<file path="config.mk">
export PLATFORM = sky130hd
export DESIGN_NAME = pwm_pair_ctrl
export DESIGN_NICKNAME = d
export VERILOG_FILES = /design/src/rtl/pwm_pair_ctrl.sv
export SDC_FILE = /design/constraint.sdc
export NUM_CORES = 1
export LEC_CHECK = 0
export BUFFER_PORTS_ARGS = -buffer_cell sky130_fd_sc_hd__buf_2
export CAP_MARGIN = 20
export CELL_PAD_IN_SITES_DETAIL_PLACEMENT = 1
export CELL_PAD_IN_SITES_GLOBAL_PLACEMENT = 1
export CORE_ASPECT_RATIO = 0.5
export CORE_MARGIN = 2
export CORE_UTILIZATION = 43
export DETAILED_ROUTE_END_ITERATION = 6
export GPL_TIMING_DRIVEN = 0
export PLACE_DENSITY = 0.91
export REMOVE_ABC_BUFFERS = 1
export SLEW_MARGIN = 0
export SYNTH_ARGS = -nofsm -noshare
export SYNTH_HDL_FRONTEND = slang
export SYNTH_SLANG_ARGS = --single-unit
</file>
<file path="constraint.sdc">
create_clock -name clk -period 2.6 [get_ports clk]
set_input_delay 0.26 -clock clk [delete_from_list [all_inputs] [get_ports clk]]
set_output_delay 0.26 -clock clk [all_outputs]
set_load 0.02 [all_outputs]
</file>
<file path="src/rtl/pwm_pair_ctrl.sv">
module pwm_pair_ctrl #(
  parameter int AW = 6
) (
  input  logic          clk,
  input  logic          rst_n,
  input  logic [AW-1:0] bus_addr,
  input  logic [31:0]   bus_wdata,
  input  logic          bus_we,
  output logic [31:0]   bus_rdata,
  input  logic [1:0]    rate_tick,
  input  logic [1:0]    rate_raw,
  output logic [31:0]   rate_cword,
  output logic [1:0]    pwm_out,
  output logic [1:0]    pwm_oe
);
  localparam int NCH = 2;
  localparam int BW  = 8;
  localparam int CW  = 2 * BW;
  localparam int FS  = 4;
  localparam logic [7:0] CTRL_RST = 8'h22;

  logic [AW-3:0]       widx;
  logic [FS*NCH-1:0]   ctrl_q;
  logic [NCH-1:0]      sel_q;
  logic [CW*NCH-1:0]   cw_flat;
  logic [BW*NCH-1:0]   on_flat, per_flat, cnt_flat, per_act_flat;

  assign widx       = bus_addr[AW-1:2];
  assign rate_cword = cw_flat;

  always_ff @(posedge clk) begin
    if (!rst_n) begin
      ctrl_q <= CTRL_RST;
      sel_q  <= '0;
    end else if (bus_we) begin
      if (widx == 0) ctrl_q <= bus_wdata[FS*NCH-1:0];
      if (widx == 1) sel_q  <= {bus_wdata[FS], bus_wdata[0]};
    end
  end

  for (genvar ch = 0; ch < NCH; ch++) begin : g_ch
    localparam int B = FS * ch;
    logic          start, oeb, frc, od, wave, lvl;
    logic [BW-1:0] cw_hi, cw_lo, on_r, per_r, on_a, per_a, cnt;

    assign start = ctrl_q[B];
    assign oeb   = ctrl_q[B+1];
    assign frc   = ctrl_q[B+2];
    assign od    = ctrl_q[B+3];

    always_ff @(posedge clk) begin
      if (!rst_n) begin
        cw_hi <= '0; cw_lo <= '0; on_r <= '0; per_r <= '0;
      end else if (bus_we) begin
        if (widx == 2 + 2*ch) cw_hi <= bus_wdata[BW-1:0];
        if (widx == 3 + 2*ch) cw_lo <= bus_wdata[BW-1:0];
        if (widx == 6 + 2*ch) on_r  <= bus_wdata[BW-1:0];
        if (widx == 7 + 2*ch) per_r <= bus_wdata[BW-1:0];
      end
    end

    always_ff @(posedge clk) begin
      if (!rst_n) begin
        cnt <= '0; on_a <= '0; per_a <= '0;
      end else if (!start) begin
        cnt <= '0; on_a <= on_r; per_a <= per_r;
      end else if (rate_tick[ch]) begin
        if (cnt == per_a) begin
          cnt <= '0; on_a <= on_r; per_a <= per_r;
        end else begin
          cnt <= cnt + 1'b1;
        end
      end
    end

    assign wave = cnt < on_a;
    assign lvl  = frc | (start & (sel_q[ch] ? wave : rate_raw[ch]));
    assign pwm_out[ch] = lvl;
    assign pwm_oe[ch]  = ~oeb & (~od | ~lvl);

    assign cw_flat[CW*ch +: CW]      = {cw_hi, cw_lo};
    assign on_flat[BW*ch +: BW]      = on_r;
    assign per_flat[BW*ch +: BW]     = per_r;
    assign cnt_flat[BW*ch +: BW]     = cnt;
    assign per_act_flat[BW*ch +: BW] = per_a;
  end

  always_comb begin
    bus_rdata = '0;
    case (widx)
      0: bus_rdata[FS*NCH-1:0] = ctrl_q;
      1: begin bus_rdata[0] = sel_q[0]; bus_rdata[FS] = sel_q[1]; end
      2: bus_rdata[BW-1:0] = cw_flat[CW-1:BW];
      3: bus_rdata[BW-1:0] = cw_flat[BW-1:0];
      4: bus_rdata[BW-1:0] = cw_flat[2*CW-1:CW+BW];
      5: bus_rdata[BW-1:0] = cw_flat[CW+BW-1:CW];
      6: bus_rdata[BW-1:0] = on_flat[BW-1:0];
      7: bus_rdata[BW-1:0] = per_flat[BW-1:0];
      8: bus_rdata[BW-1:0] = on_flat[2*BW-1:BW];
      9: bus_rdata[BW-1:0] = per_flat[2*BW-1:BW];
      default: bus_rdata = '0;
    endcase
  end
endmodule

</file>
Yosys cells after proc, flatten, opt, wreduce, memory -nomap -nowiden
Index checks and enable logic that the tools add are counted.

storage, ports and cells
  bits in registers = 122
  input port bits = 45
  output and inout port bits = 68
  word-level logic and storage cells = 84

cells by class
  add/subtract/negate cells = 2
  order comparisons = 2
  equal/unequal tests = 15
  muxes and demuxes = 20
  bitwise gates (word level) = 14
  reduce and logical (&&, ||, !) cells = 15

operator list
  kind                                                              number
  8-bit 2-to-1 mux                                                  14
  3-bit case mux with 9 select lines                                2
  2-bit AND reduction                                               14
  1-bit case mux with 10 select lines                               2
  8-bit by 1-bit adder with 8-bit output (second input constant)    2
  4-bit by 3-bit == test with 1-bit output (second input constant)  4
  8-bit == test                                                     2
  8-bit less-than comparator                                        2
  4-bit by 2-bit == test with 1-bit output (second input constant)  2
  4-bit == test (second input constant)                             2
  1-bit NOT                                                         6
  1-bit AND                                                         4
  4-bit by 1-bit == test with 1-bit output (second input constant)  1
  4-bit logical NOT                                                 1
  2-bit by 1-bit != test with 1-bit output (second input constant)  2
  2-bit != test (second input constant)                             2
  1-bit bitwise OR                                                  4
  1-bit 2-to-1 mux                                                  2

Longest topological paths before layout
  depth after elaboration = 7
  mapped depth = 8
  depth with buffers taken out = 7

Worst setup path before layout
No wires, ideal clock.

  path type = input to output
  from = in bus_addr[2]
  to = out bus_rdata[1]
  arrival time = 1.632 ns
  required time = 2.340 ns
  slack = 0.708 ns
  stages on the path = 6
  buffers on the path = 3
  path through = clkbuf_1 -> buf_2 -> buf_1 -> mux4_2 -> nand2_1 -> o21ai_0

on the way
  word-level cells in the longest chain between the ends = 2
  elaborated cells on any way between the ends = 10
  those cells by class = eq/ne: 8; mux: 1; reduce/logical: 1

RTL lines
  what                                   line  text
  start, declared                        6     input logic [AW-1:0] bus_addr,
  4-bit == test (tied with other cells)  90    case (widx)
  3-bit case mux with 9 select lines *   90
  end, declared                          9     output logic [31:0] bus_rdata,

Every way passes the cells marked *; elsewhere a longest branch is shown, timed or not.

Worst setup path after layout
  from = in bus_addr[4]
  to = out bus_rdata[3]

Same word-level chain as after synthesis.

==> flow_metrics.env <==
export IMPL_layoutNonFillerInstCount=926
export IMPL_cts_buffers=17
export IMPL_clock_latency_ns=0.42
export IMPL_die_height_um=89.6
export IMPL_holdWs_ns=0.208
export IMPL_maxSlewHeadroom_pct=48.1
export IMPL_area_growth_pct=15.3
export IMPL_crit_path_max_fanout=23
export IMPL_wl_met3_um=902
export IMPL_status="finished, final reports clean"
export IMPL_hold_buffers=0
export IMPL_start_util_pct=43.8
export IMPL_path_class="input pin to primary output"
export IMPL_clkSinkCount=122
export IMPL_wl_met2_mm=9.64
export IMPL_cts_tree="yes"
export IMPL_num_vias=5118
export IMPL_numPortBuffers=62
export IMPL_period_share_pct=97.2
export IMPL_synthesis_area_um2=6300
export IMPL_finalCriticalPeriod_ns=2.53
export IMPL_multi_input_area_um2=3560
export IMPL_min_delay_start="rate_tick[0]"
export IMPL_critPathLaunchType="input pin"
export IMPL_async_flop_share_pct=0
export IMPL_h_tree_depth=4
export IMPL_fin_skew_ns=0.00824
export IMPL_vdd_drop_max_uv=387
export IMPL_startpoint="bus_addr[4]"
export IMPL_die_area_um2=15700
export IMPL_drive_gt1_share_pct=16.6
export IMPL_wire_per_inst_um=20.4
export IMPL_first_global_vias=5376
export IMPL_fillCellCount=1620
export IMPL_place_congestion=0.837
export IMPL_hold_viol=0
export IMPL_grt_max_degree=60
export IMPL_rows=31
export IMPL_rsz0062_at_grt="no"
export IMPL_avgSynthCellArea_um2=9.35
export IMPL_synth_edff_count=0
export IMPL_num_antenna_cells=0
export IMPL_track_usage_pct=23.9
export IMPL_area_sequential_um2=2450
export IMPL_hpwl_mm=12.2
export IMPL_wl_met1_mm=7.91
export IMPL_synthFlopType="dfxtp_1"
export IMPL_ys_types=54
export IMPL_dp_cells=894
export IMPL_yosysTopAreaCell="dfxtp_1"
export IMPL_drc_errors=0
export IMPL_tightest_slew_ns=0.776
export IMPL_die_w_um=175
export IMPL_grt_pass1_wl_mm=28.8
export IMPL_finalSetupViolations=0
export IMPL_boundaryPins=113
export IMPL_r2r_start="g_ch[0].cnt[3]$_SDFFE_PN0P_"
export IMPL_ys_ff_latch=122
export IMPL_highest_layer="met4"
export IMPL_ys_seq_area_share_pct=38.7
export IMPL_yosys_warnings=0
export IMPL_power_density_nw_per_um2=627
export IMPL_via_per_inst=5.53
export IMPL_crit_arrival_ns=2.27
export IMPL_core_area_um2=14400
export IMPL_drt_iter0_markers=406
export IMPL_antenna_found_initial=0
export IMPL_ys_top_cells_by_area="dfxtp_1, mux2i_1, nor2b_1, ha_1, buf_4"
export IMPL_cts_setup_buffers=0
export IMPL_max_cap_violations=0
export IMPL_syn_inst=674
export IMPL_final_nets=776
export IMPL_first_pass_iters=5
export IMPL_slew_viol_final=0
export IMPL_rrSetupSlack_ns=0.40
export IMPL_hold_path_class="input pin to register"
export IMPL_fmax_mhz=396
export IMPL_ctsLongestPathBuffers=2
export IMPL_drt_wl_total_mm=18.9
export IMPL_ant_nets=0
export IMPL_root_buffer="clkbuf_16"
export IMPL_grt_overflow=0
export IMPL_crit_path_end_kind="primary output"
export IMPL_yosys_area_top_type_share_pct=38.7
export IMPL_p_leak_nw=2.95
export IMPL_crit_required_ns=2.34
export IMPL_clkTransAtPathRegs_ns=0.05
## final timing paths
check,cells after the start,to
worst max register to register,6,g_ch[0].on_a[2]$_SDFFE_PN0P_
worst min-delay path,3,g_ch[0].cnt[0]$_SDFFE_PN0P_
worst min register to register,2,g_ch[0].cw_lo[4]$_SDFFE_PN0P_
worst max-delay path,6,bus_rdata[3]
## worst max-delay path, cell delays in order
cell and delay [ns]:
buf_2 0.46, nor2b_2 0.69, nand2_1 0.21, o21ai_0 0.33
a211o_1 0.15, buf_2 0.16
## metrics by stage
| step | worst slack [ns] | area [µm²] | utilization [%] | setup TNS (ns) | total power [mW] |
|---|---|---|---|---|---|
| 2_1_floorplan | 0.510 | 6010 | - | 0 | 2.10 |
| 3_5_place_dp | -0.507 | 6630 | 46.1 | -12.49 | 2.24 |
| 3_3_place_gp | -0.355 | 6570 | 45.6 | -14.30 | 2.23 |
| 6_report | 0.0727 | 7270 | 50.5 | 0 | 4.56 |
| 4_1_cts | 0.00578 | 7240 | 50.3 | 0 | 4.56 |
| 5_1_grt | 0.00488 | 7270 | 50.5 | 0 | 4.67 |
## routing by layer
| metal | GRT usage [%] | vias to the layer above |
|---|---|---|
| met5 | 0 | - |
| met4 | 9.62 | 0 |
| met3 | 5.81 | 36 |
| met2 | 44.3 | 171 |
| met1 | 27.1 | 2556 |
| li1 | - | 2355 |
## what timing repair did
action,in CTS,in global routing
endpoints found under the setup margin,41,6
gates resized for setup,6,7
pin swaps,0,0
## cell usage after synthesis (2+ instances only)
master     number
a2111oi_0       2
a211o_1         4
a211oi_1        3
a21boi_0       16
a21o_1          2
a21oi_1         9
a221oi_1        2
a22oi_1        10
a31oi_1         5
and3_1          3
and4_1          2
buf_1           4
buf_2           2
buf_4          26
buf_6           2
clkbuf_1       33
dfxtp_1       122
ha_1           16
inv_1          18
mux2_2          3
mux2i_1       101
nand2_1        47
nand2b_1        4
nand3_1        29
nand4_1         8
nor2_1         28
nor2_2          4
nor2b_1        95
nor3_1          4
nor3b_1         3
o211ai_1        3
o21ai_0         7
o221ai_1        3
o32a_1          2
o32ai_1         2
o41ai_4         2
or2_2           3
or4_1           2
xnor2_1        19
xor2_1         10
## power by group
group	leakage, nW	internal (mW)	total (mW)	switching (mW)
registers	0.986	1.89	1.91	0.0192
logic	1.68	0.0977	0.308	0.210
clock network	0.284	1.48	2.34	0.861
## area by class of cell
cell class                 instances  area share, %
inverter                          18          0.930
clock inverter                     8           1.27
clock buffer                      24           6.63
timing repair buffer              67           5.13
sequential                       122           33.7
multi-input combinational        489           49.0
tap                              198           3.41
## logic make-up (layout without fill, tap and decap cells)
family	after synthesis	count (layout)	share of synthesized area, %
AOI/OAI and AO/OA	76	76	9.37
other	1	24	0.0595
and+or+nand+nor	238	238	20.3
DFF	122	122	38.7
muxes	105	105	16.9
xor gates and xnor gates	30	30	4.29
buffers and inverters	86	117	7.11
adders and majority gates	16	16	3.18
## state kept, by name (all words and copies together) (netlist names)
| signal | count |
|---|---|
| g_ch.cnt | 16 |
| g_ch.cw_hi | 16 |
| g_ch.cw_lo | 16 |
| g_ch.on_a | 16 |
| g_ch.on_r | 16 |
| g_ch.per_a | 16 |
| g_ch.per_r | 16 |
| ctrl_q | 8 |
| sel_q | 2 |
## layout by cell type, fill, tap and decap left out, drive strengths merged, types with 4 or more instances in the layout
cell    count
a21oi       9
clkbuf     24
conb       24
buf        67
mux2i     101
nand4       8
nand2b      4
xnor2      20
nor2b      95
a21boi     16
xor2       10
nor3        4
dfxtp     122
nand3      30
a211o       4
o21ai       7
clkinv      5
ha         16
nor2       32
nand2      47
a31oi       5
a22oi      10
inv        18
(Power assumes the default switching activity.)
